[config.mk]
export PLATFORM = sky130hd
export DESIGN_NAME = supply_reset_gen
export DESIGN_NICKNAME = d
export VERILOG_FILES = /design/src/rtl/rst_sup_pkg.sv /design/src/rtl/rst_sup_vs_hyst.sv /design/src/rtl/rst_sup_persist.sv /design/src/rtl/rst_sup_release.sv /design/src/rtl/supply_reset_gen.sv
export SDC_FILE = /design/constraint.sdc
export NUM_CORES = 1
export LEC_CHECK = 0
export CORE_MARGIN = 1.5
export CORE_UTILIZATION = 42
export DETAILED_ROUTE_END_ITERATION = 8
export SLEW_MARGIN = 40
export SYNTH_ARGS = -nofsm -noshare
export SYNTH_HDL_FRONTEND = slang
export SYNTH_SLANG_ARGS = --single-unit
[constraint.sdc]
create_clock -name clk_i -period 3.6 [get_ports clk_i]
set_input_delay 0.54 -clock clk_i [delete_from_list [all_inputs] [get_ports clk_i]]
set_output_delay 0.54 -clock clk_i [all_outputs]
set_load 0.1 [all_outputs]
[src/rtl/rst_sup_pkg.sv]
package rst_sup_pkg;

  typedef struct packed {
    logic vcc_low;
    logic vs_low;
    logic ext_low;
  } fault_t;

  // width of a counter that spans 0 .. n-1
  function automatic int cnt_w(int n);
    return (n < 3) ? 1 : $clog2(n);
  endfunction

endpackage

[src/rtl/rst_sup_vs_hyst.sv]
module rst_sup_vs_hyst (
  input  logic clk_i,
  input  logic rst_ni,
  input  logic above_hi_i,
  input  logic below_lo_i,
  output logic ok_o
);

  logic ok_q;

  always_ff @(posedge clk_i or negedge rst_ni) begin
    if (!rst_ni)         ok_q <= 1'b0;
    else if (below_lo_i) ok_q <= 1'b0;
    else if (above_hi_i) ok_q <= 1'b1;
  end

  assign ok_o = ok_q;

  a_r5_low_clears: assert property (@(posedge clk_i) disable iff (!rst_ni)
    below_lo_i |=> !ok_o);

  a_r5_band_holds: assert property (@(posedge clk_i) disable iff (!rst_ni)
    (!below_lo_i && !above_hi_i) |=> $stable(ok_o));

endmodule

[src/rtl/rst_sup_persist.sv]
module rst_sup_persist
  import rst_sup_pkg::*;
#(
  parameter int   LEN     = 4,
  parameter logic RST_HIT = 1'b0
) (
  input  logic clk_i,
  input  logic rst_ni,
  input  logic trig_i,
  output logic hit_o
);

  localparam int W = cnt_w(LEN);
  localparam logic [W-1:0] LAST = W'(LEN - 1);

  logic [W-1:0] cnt_q;
  logic         hit_q;

  always_ff @(posedge clk_i or negedge rst_ni) begin
    if (!rst_ni) begin
      cnt_q <= '0;
      hit_q <= RST_HIT;
    end else if (!trig_i) begin
      cnt_q <= '0;
      hit_q <= 1'b0;
    end else if (!hit_q) begin
      if (cnt_q == LAST) hit_q <= 1'b1;
      else               cnt_q <= cnt_q + 1'b1;
    end
  end

  assign hit_o = hit_q;

  a_r4_gap_clears: assert property (@(posedge clk_i) disable iff (!rst_ni)
    !trig_i |=> !hit_o);

  a_r3_hit_needs_run: assert property (@(posedge clk_i) disable iff (!rst_ni)
    $rose(hit_o) |-> ($past(trig_i) && $past(cnt_q) == LAST));

endmodule

[src/rtl/rst_sup_release.sv]
module rst_sup_release
  import rst_sup_pkg::*;
#(
  parameter int REL_CYC = 100_000
) (
  input  logic clk_i,
  input  logic rst_ni,
  input  logic fault_i,
  output logic hold_o
);

  localparam int W = cnt_w(REL_CYC);
  localparam logic [W-1:0] LAST = W'(REL_CYC - 1);

  logic [W-1:0] cnt_q;
  logic         hold_q;

  always_ff @(posedge clk_i or negedge rst_ni) begin
    if (!rst_ni) begin
      cnt_q  <= '0;
      hold_q <= 1'b1;
    end else if (fault_i) begin
      cnt_q  <= '0;
      hold_q <= 1'b1;
    end else if (hold_q) begin
      if (cnt_q == LAST) hold_q <= 1'b0;
      else               cnt_q  <= cnt_q + 1'b1;
    end
  end

  assign hold_o = hold_q;

  a_r1_fault_holds: assert property (@(posedge clk_i) disable iff (!rst_ni)
    fault_i |=> hold_o);

  a_r7_fault_restarts: assert property (@(posedge clk_i) disable iff (!rst_ni)
    fault_i |=> (cnt_q == '0));

  a_r2_release_at_end: assert property (@(posedge clk_i) disable iff (!rst_ni)
    $fell(hold_o) |-> ($past(cnt_q) == LAST && !$past(fault_i)));

endmodule

[src/rtl/supply_reset_gen.sv]
module supply_reset_gen
  import rst_sup_pkg::*;
#(
  parameter int REL_CYC = 100_000,
  parameter int DEG_CYC = 20,
  parameter int EXT_CYC = 31
) (
  input  logic clk_i,
  input  logic rst_ni,
  input  logic vcc_ok_i,
  input  logic vs_hi_i,
  input  logic vs_lo_i,
  input  logic pin_sense_i,
  output logic pin_pull_o,
  output logic sys_rst_no
);

  fault_t flt;
  logic   vs_ok;
  logic   vcc_low;
  logic   ext_low;
  logic   ext_trig;
  logic   hold;

  rst_sup_vs_hyst u_vs (
    .clk_i      (clk_i),
    .rst_ni     (rst_ni),
    .above_hi_i (vs_hi_i),
    .below_lo_i (vs_lo_i),
    .ok_o       (vs_ok)
  );

  // supply starts out considered low until proven otherwise
  rst_sup_persist #(.LEN(DEG_CYC), .RST_HIT(1'b1)) u_vcc_flt (
    .clk_i  (clk_i),
    .rst_ni (rst_ni),
    .trig_i (!vcc_ok_i),
    .hit_o  (vcc_low)
  );

  // own pull-down masked so a held line never re-arms the detector
  assign ext_trig = !pin_sense_i && !hold;

  rst_sup_persist #(.LEN(EXT_CYC), .RST_HIT(1'b0)) u_ext_flt (
    .clk_i  (clk_i),
    .rst_ni (rst_ni),
    .trig_i (ext_trig),
    .hit_o  (ext_low)
  );

  assign flt.vcc_low = vcc_low;
  assign flt.vs_low  = !vs_ok;
  assign flt.ext_low = ext_low;

  rst_sup_release #(.REL_CYC(REL_CYC)) u_rel (
    .clk_i   (clk_i),
    .rst_ni  (rst_ni),
    .fault_i (flt.vcc_low | flt.vs_low | flt.ext_low),
    .hold_o  (hold)
  );

  assign pin_pull_o = hold;
  assign sys_rst_no = !hold;

  a_r6_vs_bad_holds: assert property (@(posedge clk_i) disable iff (!rst_ni)
    !vs_ok |=> pin_pull_o);

  a_r3_vcc_low_holds: assert property (@(posedge clk_i) disable iff (!rst_ni)
    vcc_low |=> !sys_rst_no);

  a_r9_ext_holds: assert property (@(posedge clk_i) disable iff (!rst_ni)
    ext_low |=> pin_pull_o);

  a_r10_self_masked: assert property (@(posedge clk_i) disable iff (!rst_ni)
    pin_pull_o |=> !ext_low);

endmodule

Word level (Yosys, flattened, before mapping)
Cells that the tools add are included.

cells by class
  reductions and logical operators = 9
  add/sub/neg operators = 3
  bitwise logic cells = 2
  muxes and demuxes = 20
  equality and inequality tests = 8

operators with widths
  cell                     number
  $mux W17                 3
  $mux W5                  6
  $add A17 B1 Y17 const B  1
  $eq A17 B17 Y1 const B   1
  $mux W1                  11
  $add A5 B1 Y5 const B    2
  $eq A5 B5 Y1 const B     2
  $ne A2 B2 Y1 const B     4
  $reduce_and A2 Y1        3
  $reduce_bool A2 Y1       2
  $logic_not A1 Y1         3
  $ne A2 B1 Y1 const B     1
  $or A1 B1 Y1             2
  $logic_and A1 B1 Y1      1

word-level totals
  logic and storage cells = 49
  bits of input ports = 6
  output and inout bits = 2
  flip-flop bits (word level) = 31

Longest topological paths before layout
  depth after elaboration = 5
  mapped depth = 6
  mapped depth without buffers = 6

Modules after synthesis
From an unflattened synthesis, not the netlist that was laid out.

unflattened totals
  cell total of the unflattened synthesis = 153
  area, all modules = 1656.6 um2

by module, submodules not included
  module                       instances  sequential area each (um2)  area each (um2)  cells an instance
  rst_sup_release              1          451.7                       973.4            94
  rst_sup_persist (u_vcc_flt)  1          151.4                       316.6            26
  rst_sup_persist (u_ext_flt)  1          150.1                       311.5            27
  rst_sup_vs_hyst              1          25.0                        35.0             2
  supply_reset_gen             1          0.0                         20.0             4

Worst setup path before layout
OpenSTA, ideal clock, no wires.

  path kind = register to register
  start = reg u_rel.hold_q (netlist: u_rel.hold_o)
  end = reg u_rel.cnt_q[8]
  cell stages (with the launch flop) = 6
  setup slack = 1356 ps
  arrival time = 2112 ps
  clock period less this slack = 2244 ps
  required time = 3468 ps
  path buffers = 0
  path through = dfstp_2 -> inv_1 -> nor2_1 -> nand4_1 -> xor2_1 -> nor2_1

between the ends
  longest elaborated chain between the ends = 2

ends and longest elaborated chain
  item                          line                   source
  from (decl)                   rst_sup_release.sv:16  logic hold_q;
  from (signal assigned)        rst_sup_release.sv:21  hold_q <= 1'b1;
  from (signal assigned)        rst_sup_release.sv:24  hold_q <= 1'b1;
  from (signal assigned)        rst_sup_release.sv:26  if (cnt_q == LAST) hold_q <= 1'b0;
  $reduce_bool A2 Y1 (no line)  n/a
  $reduce_and A2 Y1 (no line)   n/a
  to (signal assigned)          rst_sup_release.sv:27  else cnt_q <= cnt_q + 1'b1;
  to (decl)                     rst_sup_release.sv:15  logic [W-1:0] cnt_q;

Every way passes these cells.
A chain may end at the register's enable or synchronous reset.

Worst setup path after layout
  start = reg u_rel.cnt_q[5]
  end = reg u_rel.cnt_q[13]

between the ends
  longest elaborated chain between the ends = 4
  elaborated cells between the ends (all ways) = 7
  classes of those cells = add/sub: 1; eq/ne: 2; mux: 3; reduce/logical: 1

ends and longest elaborated chain
  item             line                   source
  $add A17 B1 Y17  rst_sup_release.sv:27
  $mux W17         rst_sup_release.sv:26
  $mux W17         rst_sup_release.sv:25  end else if (hold_q) begin
  $mux W17         rst_sup_release.sv:22  end else if (fault_i) begin

Parallel ways exist; a longest one is shown, timed or not. The select of a mux whose other input is x is not followed.

==> results.md <==
- After clock tree synthesis, the repair step resized 0 gates.
- The initial antenna violation count is 0.
- Entering global routing, the biggest net connects 32 pins.
- Internal power comes to 460 µW.
- VDD sags by at most 0.000227 V.
- The iteration-0 DRC count of the detailed router is 64.
- After layout, the minimum clock period comes to 2.05 ns.
- The wire-length estimate of the detail-placed layout is 1.89 mm.
- The clock tree from TritonCTS is yes.
- The worst hold path terminates at u_vs.ok_o$_DFFE_PN0P_.
- The H-tree was split into 2 levels.
- The clock network power share is 35.2%.
- Counting every sink on the clock net gives 31.
- The share of the cycle needed by the critical path after routing is 57.1%.
- The average routed wire per standard cell is 12.6 µm.
- The synthesized-area fraction occupied by ao, oa, aoi and oai cells is 6.98%.
- The area share of the largest cell type after synthesis is 47.6%.
- The row count is 21.
- The CTS root buffer is sky130_fd_sc_hd__clkbuf_4.
- The library cells used most frequently in the layout, excluding fill and tap cells, are sky130_fd_sc_hd__dfrtp_1 (29), sky130_fd_sc_hd__nor2_1 (27), sky130_fd_sc_hd__xor2_1 (12), sky130_fd_sc_hd__nand3_1 (8).
- Hold repair after CTS inserted 0 buffers.
- At the end of the flow, the number of nets in the layout was 174.
- For this run, the leading register cell type out of synthesis is sky130_fd_sc_hd__dfrtp_1.
- Derived from the worst setup path, the maximum achievable clock frequency is 0.487 GHz.
- The full die area is 4000 µm².
- By area the synthesized netlist is led by sky130_fd_sc_hd__dfrtp_1 (48%), sky130_fd_sc_hd__xor2_1 (6.9%), sky130_fd_sc_hd__nor2_1 (6.7%), sky130_fd_sc_hd__dfstp_2 (3.4%), sky130_fd_sc_hd__xnor2_1 (3.4%).
- The endpoint kind of the worst setup timing path is a flip-flop.
- Yosys mapped a number of flops with a built-in enable equal to 0.
- The synthesized-area fraction occupied by and/or/nand/nor cells is 25.5%.
- The count of buffers added on input and output ports is 7.
- The horizontal die dimension is 63.2 µm.
- The starting utilization of the core area is 44.6%.
- The largest buffer count on any clock path is 2.
- Clock latency on the worst-skew pair, taken at its later pin, is 0.33 ns.
- In the final timing run, aggregate negative setup slack is 0 ns.
- The first-pass GRT wire length is 4.77 mm.
- Setup repair after global routing left no endpoint under its margin.
- STA puts the critical path data arrival time at 2.25 ns.
- The sequential share of power is 59.9%.
- The critical register-to-register path startpoint is u_rel.cnt_q[5]$_DFFE_PN0P_.
- The number of buffers added for setup after CTS is 0.
- In the routed design, unresolved DRC markers number 0.
- The final count of hold timing violations is 0.
- For the pin with the worst max-slew slack, the measured transition is 0.688 ns.
- The clock input transition at the sequential cells of the worst setup and hold paths is 0.10 ns.
- The switching power is 139 µW.
- The worst endpoint required time is 3.79 ns.
- Dividing the detail-routed via count by the number of cells gives 5.39.
- The proportion of power drawn by combinational gates is 4.9%.
- The area of the core region is 3420 µm².
- The run finished with clean final reports.
- The number of max-slew violations in the final report is 0.
- The multiplexer share of the synthesized area is 0.657%.
- The largest driver fanout on the critical path is 11.
- The average cell area after synthesis is 10.0 µm².
- Of all flip-flops after synthesis, the portion carrying an async set or reset was 100%.
- At the end of routability-driven placement, the weighted congestion stood at 0.774.
- The main combinational cell family by area after synthesis is simple AND/OR/NAND/NOR gates.
- When the netlist entered floorplanning its net count stood at 162.
- In the final layout, the share of cells above drive strength 1 is 11.5%.
- Headroom to the max-slew limit came out at 53.9%.
- The max-capacitance violation count is 0.
- Measured along the y axis, the die boundary spans 63.2 µm.
- The placement-stage cell area is 1630 µm².
- The all-layer global routing usage is 15.3%.
- The register bit count reported by yosys is 31.
- The layout overhead on the synthesized area is 11.2%.
- The path class of the tightest hold or removal check is reg -> reg.
- The largest total area in the synthesized netlist belongs to sky130_fd_sc_hd__dfrtp_1.
- Once detail routing completed, the nets flagged for antenna violations numbered 0.
- The number of cells traversed by the worst register-to-register path is 5.
- For this run the aggregate overflow at the end of global routing stands at 0.
- The via count of the first global-routing pass is 1115.
- The critical path is of the reg -> reg type.
- The register-to-register setup slack is 1.55 ns.
- The number of setup violations in the final report is 0.
- During synthesis, Yosys emitted a total of 0 warnings.
- The startpoint of the tightest hold check path is u_vs.ok_o$_DFFE_PN0P_.
- Summed over all cells, the static leakage comes to 0.731 nW.
- The worst setup path is launched from a flip-flop.
- The combined area of all synthesized cells is 1520 µm².
- For the final database, setup skew stands at 0.0168 ns.
- 8 I/O pins were placed.
- In this run the power density over the cells is 353 nW/µm².
- The aggregate routed wire length is 2.66 mm.
- The final route contains 1138 vias.
- The number of buffers added by the clock tree synthesis step is 5.
- The count of distinct cell types in the synthesized netlist is 36.
- The XOR/XNOR share of the synthesized area is 10.3%.
- Of the total synthesized cell area, the portion taken by full adders, half adders and majority gates is 3.28%.
- The number of inserted diodes is 0.
- The pre-antenna-repair detailed-routing pass consisted of 4 iterations.
- Of the total power, the share spent switching nets is 23.2%.
- Of the synthesized area, sequential elements account for 51.1%.
- The number of cells on the worst hold path is 2.
- The endpoint identified for the worst register-to-register timing path is u_rel.cnt_q[13]$_DFFE_PN0P_.
- Summing all non-filler instances in the final layout gives an area of 1690 µm².
- The number of cells produced by synthesis is 152.
- The most frequent standard cell in the layout excluding fill and tap cells is sky130_fd_sc_hd__dfrtp_1.
## flip-flops by register name (all words and copies together), names as in the netlist
| signal | count |
|---|---|
| u_ext_flt.cnt_q | 5 |
| u_rel.hold_o | 1 |
| u_vs.ok_o | 1 |
| u_vcc_flt.cnt_q | 5 |
| u_rel.cnt_q | 17 |
| u_ext_flt.hit_o | 1 |
| u_vcc_flt.hit_o | 1 |
## how the worst max path moves through the flow
| stage | cells after the start | end | startpoint | slack (ns) |
|---|---|---|---|---|
| global placement | 1 | pin_pull_o | u_rel.hold_o$_DFF_PN1_ | 1.35 |
| floorplan | 5 | u_rel.cnt_q[8]$_DFFE_PN0P_ | u_rel.hold_o$_DFF_PN1_ | 1.36 |
| finish | 5 | u_rel.cnt_q[13]$_DFFE_PN0P_ | u_rel.cnt_q[5]$_DFFE_PN0P_ | 1.55 |
| CTS | 5 | u_rel.cnt_q[7]$_DFFE_PN0P_ | u_rel.cnt_q[5]$_DFFE_PN0P_ | 1.52 |
| global route | 5 | u_rel.cnt_q[7]$_DFFE_PN0P_ | u_rel.cnt_q[5]$_DFFE_PN0P_ | 1.31 |
| detailed placement | 5 | u_rel.cnt_q[7]$_DFFE_PN0P_ | u_rel.cnt_q[5]$_DFFE_PN0P_ | 1.55 |
## through the flow
step | instances | total power [mW] | hold slack, ns | util [%] | setup slack [ns]
after floorplan | 152 | 0.378 | 0.244 | - | 1.36
after global placement | 203 | 0.395 | 0.502 | 48.1 | 1.35
after detailed placement | 203 | 0.396 | 0.513 | 47.8 | 1.55
after CTS | 211 | 0.607 | 0.536 | 49.6 | 1.52
after global routing | 211 | 0.627 | 0.588 | 49.6 | 1.31
final | 211 | 0.599 | 0.533 | 49.6 | 1.55
## cells by family after synthesis
| family | Yosys count |
|---|---|
| muxes | 1 |
| AOI/OAI and AO/OA | 18 |
| and+or+nand+nor | 72 |
| DFF | 31 |
| buffers and inverters | 8 |
| xor gates and xnor gates | 18 |
| adders and majority gates | 4 |
## cells in the mapped netlist (all sizes together), types with 3 or more instances
library cell  number
dfrtp             29
nor2              27
xor2              12
nand4              9
nand3              8
nand2              7
o21ai              7
a21oi              6
xnor2              6
inv                5
or3                5
ha                 4
and3               3
nor3               3
## cell type report
cell class              count  area [µm²]
clock inverters             1        5.00
multi-input cells         113         712
inverters                   5        18.8
flip-flops and latches     31         778
clock buffers               7        55.1
fillers                   327        1720
repair buffers              8        67.6
well taps                  46        57.6
## power groups by stage
stage / Sequential (mW) / Clock, mW / Combinational [mW]
floorplan: 0.364 / 0 / 0.0137
global placement: 0.365 / 0 / 0.0297
detailed placement: 0.365 / 0 / 0.0306
CTS: 0.359 / 0.218 / 0.0307
global route: 0.359 / 0.233 / 0.0353
finish: 0.359 / 0.211 / 0.0295
## per-layer routing
metal	wire length, µm	global-route usage, %
met5	0	0
met4	49	6.79
met3	76	4.11
met2	1270	25.9
met1	1270	18.0
## critical path: stages (launching register included)
cell and delay [ns]:
sky130_fd_sc_hd__dfrtp_1 0.45, sky130_fd_sc_hd__nor4_1 0.35, sky130_fd_sc_hd__nand4_2 0.23, sky130_fd_sc_hd__o211ai_1 0.62
sky130_fd_sc_hd__or4_1 0.21, sky130_fd_sc_hd__a21oi_1 0.06
(Power assumes the default switching activity.)
